[config.mk]
export PLATFORM = sky130hd
export DESIGN_NAME = quad_enc_array
export DESIGN_NICKNAME = d
export VERILOG_FILES = /design/src/rtl/enc_pkg.sv /design/src/rtl/enc_sync.sv /design/src/rtl/enc_channel.sv /design/src/rtl/enc_readport.sv /design/src/rtl/quad_enc_array.sv
export SDC_FILE = /design/constraint.sdc
export NUM_CORES = 1
export LEC_CHECK = 0
export BUFFER_PORTS_ARGS = -buffer_cell sky130_fd_sc_hd__clkbuf_2
export CORE_MARGIN = 10
export CORE_UTILIZATION = 40
export DETAILED_ROUTE_END_ITERATION = 16
export PLACE_DENSITY_LB_ADDON = 0.25
export SLEW_MARGIN = 5
export SYNTH_ARGS = -nofsm -noshare
export SYNTH_HDL_FRONTEND = slang
export SYNTH_HIERARCHICAL = 1
export SYNTH_SLANG_ARGS = --single-unit
[constraint.sdc]
create_clock -name clk -period 3.9 [get_ports clk]
set_input_delay 0.39 -clock clk [delete_from_list [all_inputs] [get_ports clk]]
set_output_delay 0.39 -clock clk [all_outputs]
set_load 0.05 [all_outputs]
[src/rtl/enc_pkg.sv]
package enc_pkg;

   typedef enum logic [1:0] {
      MOV_NONE = 2'd0,
      MOV_UP   = 2'd1,
      MOV_DOWN = 2'd2,
      MOV_BAD  = 2'd3
   } move_e;

   // forward Gray successor of the {A,B} pair
   function automatic logic [1:0] gray_fwd(input logic [1:0] s);
      case (s)
         2'b00:   gray_fwd = 2'b10;
         2'b10:   gray_fwd = 2'b11;
         2'b11:   gray_fwd = 2'b01;
         default: gray_fwd = 2'b00;
      endcase
   endfunction

   function automatic move_e classify(input logic [1:0] prev, input logic [1:0] cur);
      if (prev == cur)                  classify = MOV_NONE;
      else if ((prev ^ cur) == 2'b11)   classify = MOV_BAD;
      else if (gray_fwd(prev) == cur)   classify = MOV_UP;
      else                              classify = MOV_DOWN;
   endfunction

endpackage

[src/rtl/enc_sync.sv]
module enc_sync #(
   parameter int W      = 1,
   parameter int STAGES = 2
) (
   input  logic         clk,
   input  logic         rst_n,
   input  logic [W-1:0] d,
   output logic [W-1:0] q
);
   if (STAGES < 2) begin : g_bad_stages
      $error("enc_sync: STAGES must be at least 2");
   end

   logic [W-1:0] stg [STAGES];

   for (genvar s = 0; s < STAGES; s++) begin : g_stage
      if (s == 0) begin : g_first
         always_ff @(posedge clk) begin
            if (!rst_n) stg[0] <= '0;
            else        stg[0] <= d;
         end
      end else begin : g_next
         always_ff @(posedge clk) begin
            if (!rst_n) stg[s] <= '0;
            else        stg[s] <= stg[s-1];
         end
      end
   end

   assign q = stg[STAGES-1];
endmodule

[src/rtl/enc_channel.sv]
module enc_channel
   import enc_pkg::*;
#(
   parameter int CNT_W = 12
) (
   input  logic             clk,
   input  logic             rst_n,
   input  logic             ph_a,
   input  logic             ph_b,
   input  logic             ph_z,
   input  logic             clr_irq,
   input  logic             clr_err,
   output logic [CNT_W-1:0] count,
   output logic             irq_flag,
   output logic             err_flag
);
   if (CNT_W < 2) begin : g_bad_width
      $error("enc_channel: CNT_W must be at least 2");
   end

   logic [1:0] ab_prev;
   logic       z_prev;
   move_e      mv;
   logic       z_rise;

   assign mv     = classify(ab_prev, {ph_a, ph_b});
   assign z_rise = ph_z & ~z_prev;

   always_ff @(posedge clk) begin
      if (!rst_n) begin
         ab_prev  <= 2'b00;
         z_prev   <= 1'b0;
         count    <= '0;
         irq_flag <= 1'b0;
         err_flag <= 1'b0;
      end else begin
         ab_prev  <= {ph_a, ph_b};
         z_prev   <= ph_z;
         case (mv)
            MOV_UP:   count <= count + 1'b1;
            MOV_DOWN: count <= count - 1'b1;
            default:  count <= count;
         endcase
         irq_flag <= (irq_flag & ~clr_irq) | z_rise;
         err_flag <= (err_flag & ~clr_err) | (mv == MOV_BAD);
      end
   end
endmodule

[src/rtl/enc_readport.sv]
module enc_readport #(
   parameter int NUM_CH = 4,
   parameter int CNT_W  = 12,
   parameter int SEL_W  = 2
) (
   input  logic                    clk,
   input  logic                    rst_n,
   input  logic [NUM_CH*CNT_W-1:0] counts,
   input  logic                    rd_en,
   input  logic [SEL_W-1:0]        rd_sel,
   output logic [CNT_W-1:0]        rd_data,
   output logic                    rd_valid
);
   logic [CNT_W-1:0] cnt_arr [NUM_CH];
   logic [CNT_W-1:0] pick;

   for (genvar i = 0; i < NUM_CH; i++) begin : g_unpack
      assign cnt_arr[i] = counts[i*CNT_W +: CNT_W];
   end

   always_comb begin
      pick = '0;
      for (int i = 0; i < NUM_CH; i++) begin
         if (rd_sel == SEL_W'(i)) pick = cnt_arr[i];
      end
   end

   // whole word captured in a single clock
   always_ff @(posedge clk) begin
      if (!rst_n) begin
         rd_data  <= '0;
         rd_valid <= 1'b0;
      end else begin
         rd_valid <= rd_en;
         if (rd_en) rd_data <= pick;
      end
   end
endmodule

[src/rtl/quad_enc_array.sv]
module quad_enc_array #(
   parameter int NUM_CH      = 4,
   parameter int CNT_W       = 12,
   parameter int SYNC_STAGES = 2
) (
   input  logic                       clk,
   input  logic                       rst_n,
   input  logic [NUM_CH-1:0]          enc_a,
   input  logic [NUM_CH-1:0]          enc_b,
   input  logic [NUM_CH-1:0]          enc_z,
   input  logic                       rd_en,
   input  logic [$clog2(NUM_CH)-1:0]  rd_sel,
   output logic [CNT_W-1:0]           rd_data,
   output logic                       rd_valid,
   input  logic                       ack_we,
   input  logic [2*NUM_CH-1:0]        ack_data,
   input  logic [NUM_CH-1:0]          irq_mask,
   output logic [NUM_CH-1:0]          irq_flags,
   output logic [NUM_CH-1:0]          err_flags,
   output logic                       irq,
   output logic [NUM_CH*CNT_W-1:0]    pos_flat
);
   localparam int SEL_W  = $clog2(NUM_CH);
   localparam int SYNC_W = 3 * NUM_CH;

   if (NUM_CH < 2) begin : g_bad_ch
      $error("quad_enc_array: NUM_CH must be at least 2");
   end

   logic [SYNC_W-1:0] raw_in, sync_out;
   logic [NUM_CH-1:0] a_s, b_s, z_s;
   logic [NUM_CH-1:0] clr_irq, clr_err;

   assign raw_in = {enc_z, enc_b, enc_a};
   assign a_s    = sync_out[NUM_CH-1:0];
   assign b_s    = sync_out[2*NUM_CH-1:NUM_CH];
   assign z_s    = sync_out[3*NUM_CH-1:2*NUM_CH];

   enc_sync #(.W(SYNC_W), .STAGES(SYNC_STAGES)) u_sync (
      .clk   (clk),
      .rst_n (rst_n),
      .d     (raw_in),
      .q     (sync_out)
   );

   assign clr_irq = {NUM_CH{ack_we}} & ack_data[NUM_CH-1:0];
   assign clr_err = {NUM_CH{ack_we}} & ack_data[2*NUM_CH-1:NUM_CH];

   for (genvar i = 0; i < NUM_CH; i++) begin : g_ch
      enc_channel #(.CNT_W(CNT_W)) u_chan (
         .clk      (clk),
         .rst_n    (rst_n),
         .ph_a     (a_s[i]),
         .ph_b     (b_s[i]),
         .ph_z     (z_s[i]),
         .clr_irq  (clr_irq[i]),
         .clr_err  (clr_err[i]),
         .count    (pos_flat[i*CNT_W +: CNT_W]),
         .irq_flag (irq_flags[i]),
         .err_flag (err_flags[i])
      );
   end

   assign irq = |(irq_flags & ~irq_mask);

   enc_readport #(.NUM_CH(NUM_CH), .CNT_W(CNT_W), .SEL_W(SEL_W)) u_rd (
      .clk      (clk),
      .rst_n    (rst_n),
      .counts   (pos_flat),
      .rd_en    (rd_en),
      .rd_sel   (rd_sel),
      .rd_data  (rd_data),
      .rd_valid (rd_valid)
   );
endmodule

Word level (Yosys, flattened, before mapping)
Memories as Yosys holds them, arrays and structs flattened.
Cells that the tools add are included.
Widths: inputs -> output; s select.
{"block": "totals", "elab_cells": 154, "out_inout_bits": 70, "memories": 1, "ramBits": 24, "in_bits": 30, "ff_bits": 81}
{"block": "classes", "addsub": 8, "bitwise_logic": 42, "reduce_logical": 10, "n_mux": 36, "eq_ne": 35}
{"memory": "u_sync.stg", "depth": 2, "width": 12, "rd": 2, "rd_ports_with_merged_regs": 0, "write_ports": 2, "line": "enc_sync.sv:14", "text": "logic [W-1:0] stg [STAGES];"}
{"operator": "$pmux 12 s2", "n": 4}
{"operator": "$mux 12", "n": 6}
{"operator": "$add 12x1->12 const B", "n": 4}
{"operator": "$sub 12x1->12 const B", "n": 4}
{"operator": "$eq 2x2->1 const B", "n": 22}
{"operator": "$mux 2", "n": 20}
{"operator": "$pmux 2 s3", "n": 4}
{"operator": "$eq 2x2->1", "n": 8}
{"operator": "$and 1x1->1", "n": 12}
{"operator": "$and 4x4->4", "n": 3}
{"operator": "$not 1->1", "n": 12}
{"operator": "$eq 2x1->1 const B", "n": 5}
{"operator": "$logic_not 2->1", "n": 5}
{"operator": "$or 1x1->1", "n": 10}
{"operator": "$reduce_bool 2->1", "n": 4}
{"operator": "$xor 2x2->2", "n": 4}
{"operator": "$not 4->4", "n": 1}
{"operator": "$reduce_or 4->1", "n": 1}
{"operator": "$mux 1", "n": 2}

Depth between registers and ports, before layout
{"block": "depth", "word_depth": 10, "mapped_depth": 13, "depth_no_buf": 12}

Hierarchy
The synthesis kept the hierarchy.
{"module": "enc_channel at g_ch[0].u_chan ...", "instances": 3, "area_each_um2": 1106.1, "seq_area_each_um2": 340.3, "cells_each": 130}
{"module": "enc_channel at g_ch[3].u_chan", "instances": 1, "area_each_um2": 1046.0, "seq_area_each_um2": 340.3, "cells_each": 113}
{"module": "enc_readport", "instances": 1, "area_each_um2": 779.5, "seq_area_each_um2": 260.2, "cells_each": 71}
{"module": "enc_sync", "instances": 1, "area_each_um2": 675.6, "seq_area_each_um2": 480.5, "cells_each": 50}
{"module": "quad_enc_array", "instances": 1, "area_each_um2": 81.3, "seq_area_each_um2": 0.0, "cells_each": 13}

Worst setup path after synthesis
Ideal clock, no wire load.
{"block": "synth_path", "path_kind": "register to register", "start": "mem u_sync/stg[1][3] in the netlist's numbering", "end": "reg g_ch[3].u_chan.count[2]", "path_slack_ns": 1.434, "setup_ns": 0.115, "required_ns": 3.785, "synth_period_minus_slack_ns": 2.466, "t_arrival_ns": 2.351, "stages_incl_launch_ff": 13, "n_path_buf": 1, "path_cell_list": "dfxtp_1 xor2_1 inv_1 ha_1 nor2_1 o21ai_4 buf_6 xnor2_1 ha_1 or3b_1 mux2i_1 xor2_1 and2_1"}
{"element": "from (decl)", "line": "enc_sync.sv:14"}
{"element": "to (signal assigned)", "line": "enc_channel.sv:40", "text": "MOV_UP: count <= count + 1'b1;"}
{"element": "to (signal assigned)", "line": "enc_channel.sv:41", "text": "MOV_DOWN: count <= count - 1'b1;"}
{"element": "to (signal assigned)", "line": "enc_channel.sv:42", "text": "default: count <= count;"}
{"element": "to (decl)", "line": "enc_channel.sv:13", "text": "output logic [CNT_W-1:0] count,"}

==> out/qor.yml <==
netlist_area_sq_um: 5901
hp-start: "enc_z[1]"
crit_chain: "xor2_1, inv_1, ha_1, nor2_1, o21ai_1, xnor2_1, ha_1, nand4_1, or2_1, o32ai_1, mux2i_1"
fill_cells: 1428
report.final.setup_viol: 0
syn2layout_area_growth_pct: 13.53
cp_slowest_stage_delay_ps: 370
nNetsFinal: 762
crit_required_ps: 4170
cts-root-buf: "clkbuf_16"
start_util_pct: 40.75
ir_drop_mv: 0.2191
cp.arrival_ps: 2930
viasPerCell: 5.402
min_period_ps: 2663
synth-edff-count: 0
final_common_cell: "dfxtp_1"
yosys.area_share.adder_pct: 3.393
ys_seq_area_share_pct: 35.62
htree_levels: 3
cts_buffers: 9
fp.dieH_microns: 141.5
yosysUniqueCellTypes: 50
synth.avg_cell_area_sq_um: 9.263
crit_top_cell: "ha_1"
postRouteAntennaNets: 0
cts_hold_buf: 0
synth_xor_area_share_pct: 4.156
antenna_cells: 0
final_cell_mix: "105 x dfxtp_1, 98 x clkbuf_2, 91 x mux2i_1"
cts_buffer_depth: 2
hold_class: "in -> reg"
fin_skew_ps: 11.05
multiInputGateArea_sq_um: 3478
synth_warnings: 6
layout-drive-gt1-share_pct: 20.39
worst-slew-pin-transition_ps: 895.2
synth_top_family_by_area: "simple AND/OR/NAND/NOR gates"
die_area_sq_um: 20010
cp_top_family: "simple AND/OR/NAND/NOR gates"
cp_num_buf_inv: 1
crit_type: "reg -> reg"
power_density_nw_per_um2: 436.6
gr-total-overflow: 0
cap_violations: 0
vias: 4889
syn-num-nets: 683
port_buffers: 99
fmax_ghz: 0.3755
startpoint: "u_sync/stg[1][4]"
die_w_microns: 141.5
clk_pin_slew_ps: 70
synth_cells: 637
grt_max_degree: 104
p_leak_nw: 2.946
core_sq_um: 14480
drc: 0
worstPathMaxFanout: 7
drt_pass1_iterations: 5
cts_resized: 0
hpwl_mm: 10.81
drv_slew: 0
muxShareOfSynthArea_pct: 15.44
synthArstFlopShare_pct: 0
gp_congestion: 0.8436
ys_ff_latch: 105
grt_use_total_pct: 14.70
relSlewSlack_pct: 40.32
wl_per_cell_microns: 16.39
grt_pass1_wl_mm: 24.26
clock_sinks: 105
finalWirelength_mm: 14.83
period_share_pct: 68.29
clk_latency_ps: 350
outcome: "finished, final reports clean"
hold_slack_ps: 247.0
yosys_most_used_dff: "dfxtp_1"
synth_compound_area_share_pct: 6.277
rows: 44
startpoint_type: "register"
hold_violations: 0
cts_tree: "done"
ff_latch_area_sq_um: 2102
drtIter0Drc: 382
rsz0062_at_grt: "no"
slowest_stage: "dfxtp_1"
grt_pass1_vias: 4678
crit-reg2reg-launch: "u_sync/stg[1][4]"
cp-end-kind: "register"
cts_setup_buffers: 0
synthSimpleGateAreaFrac_pct: 29.69
fin_setup_tns_ps: 0
antenna_found_initial: 1
io_pins: 100
## sequential cells by signal (all words and copies together), names as in the netlist
register              count
g_ch.u_chan/irq_flag      4
g_ch.u_chan/z_prev        4
u_sync/stg               24
u_rd/rd_valid             1
g_ch.u_chan/count        48
u_rd/rd_data             12
g_ch.u_chan/err_flag      4
g_ch.u_chan/ab_prev       8
## power breakdown
part | switching [mW] | internal (mW)
Combinational | 0.488 | 0.282
Clock | 0.408 | 0.471
Sequential | 0.133 | 1.14
Total | 1.03 | 1.90
## layout make-up
cell class	count	share of cell area [%]
tap	184	3.437
clock buffer	13	3.885
clock inverter	3	0.3736
timing repair buffer	100	7.546
inverter	26	1.457
multi-input combinational	474	51.92
sequential	105	31.38
## cells by family (layout without fill, tap and decap cells)
group	after synthesis	after routing
xor gates and xnor gates	28	28
and+or+nand+nor	293	293
buffers and inverters	58	142
AOI/OAI and AO/OA	46	46
DFF	105	105
muxes	91	91
adders and majority gates	16	16
## path summary, 6_finish.rpt
path | slack, ps | depth (start not counted) | endpoint
worst min register to register | 440 | 1 | u_sync/stg[1][6]
worst max-delay path | 1240 | 11 | g_ch[0].u_chan/count[6]
worst max register to register | 1240 | 11 | g_ch[0].u_chan/count[6]
worst min-delay path | 250 | 2 | u_sync/stg[0][9]
## synthesized netlist by cell type (10+ instances only)
master,count,share of area (%)
nor3_1,18,1.5
nand2_1,57,3.6
and2_2,18,2.3
mux2i_1,91,15
nand2b_1,31,3.3
nand3b_1,16,2.0
nand3_1,10,0.85
dfxtp_1,105,36
nor4_1,10,1.1
nand4_1,20,2.1
nor2_1,23,1.5
inv_1,26,1.7
o221ai_1,12,1.8
xor2_1,19,2.8
nor2b_1,10,1.1
ha_1,16,3.4
and2_1,39,4.1
## layer usage
metal / track usage (%) / vias to the layer above / part of all wire, %
met2: 22.92 / 144 / 45
met4: 4.411 / 0 / 1.6
met1: 18.87 / 2312 / 46
met5: 0 / - / 0
met3: 4.806 / 17 / 6.6
li1: - / 2416 / -
## stage by stage
step / util [%] / cell area (sq um) / worst slack (ps) / power, mW / std cells
5_1_grt: 46.27 / 6699 / 912.8 / 3.078 / 905
3_3_place_gp: 44.30 / 6414 / 1401 / 2.056 / 889
2_1_floorplan: - / 5901 / 1434 / 1.897 / 637
3_5_place_dp: 44.30 / 6414 / 1263 / 2.071 / 889
6_report: 46.27 / 6699 / 1237 / 2.925 / 905
4_1_cts: 46.27 / 6699 / 1211 / 2.956 / 905
## worst reg2reg max path: stages, from the launching register on
cell and delay (ps):
dfxtp_1 370, xor2_1 280, inv_1 80, ha_1 200
nor2_1 210, o21ai_1 140, xnor2_1 150, ha_1 280
nand4_1 160, or2_1 280, o32ai_1 180, mux2i_1 250
(Power assumes the default switching activity.)
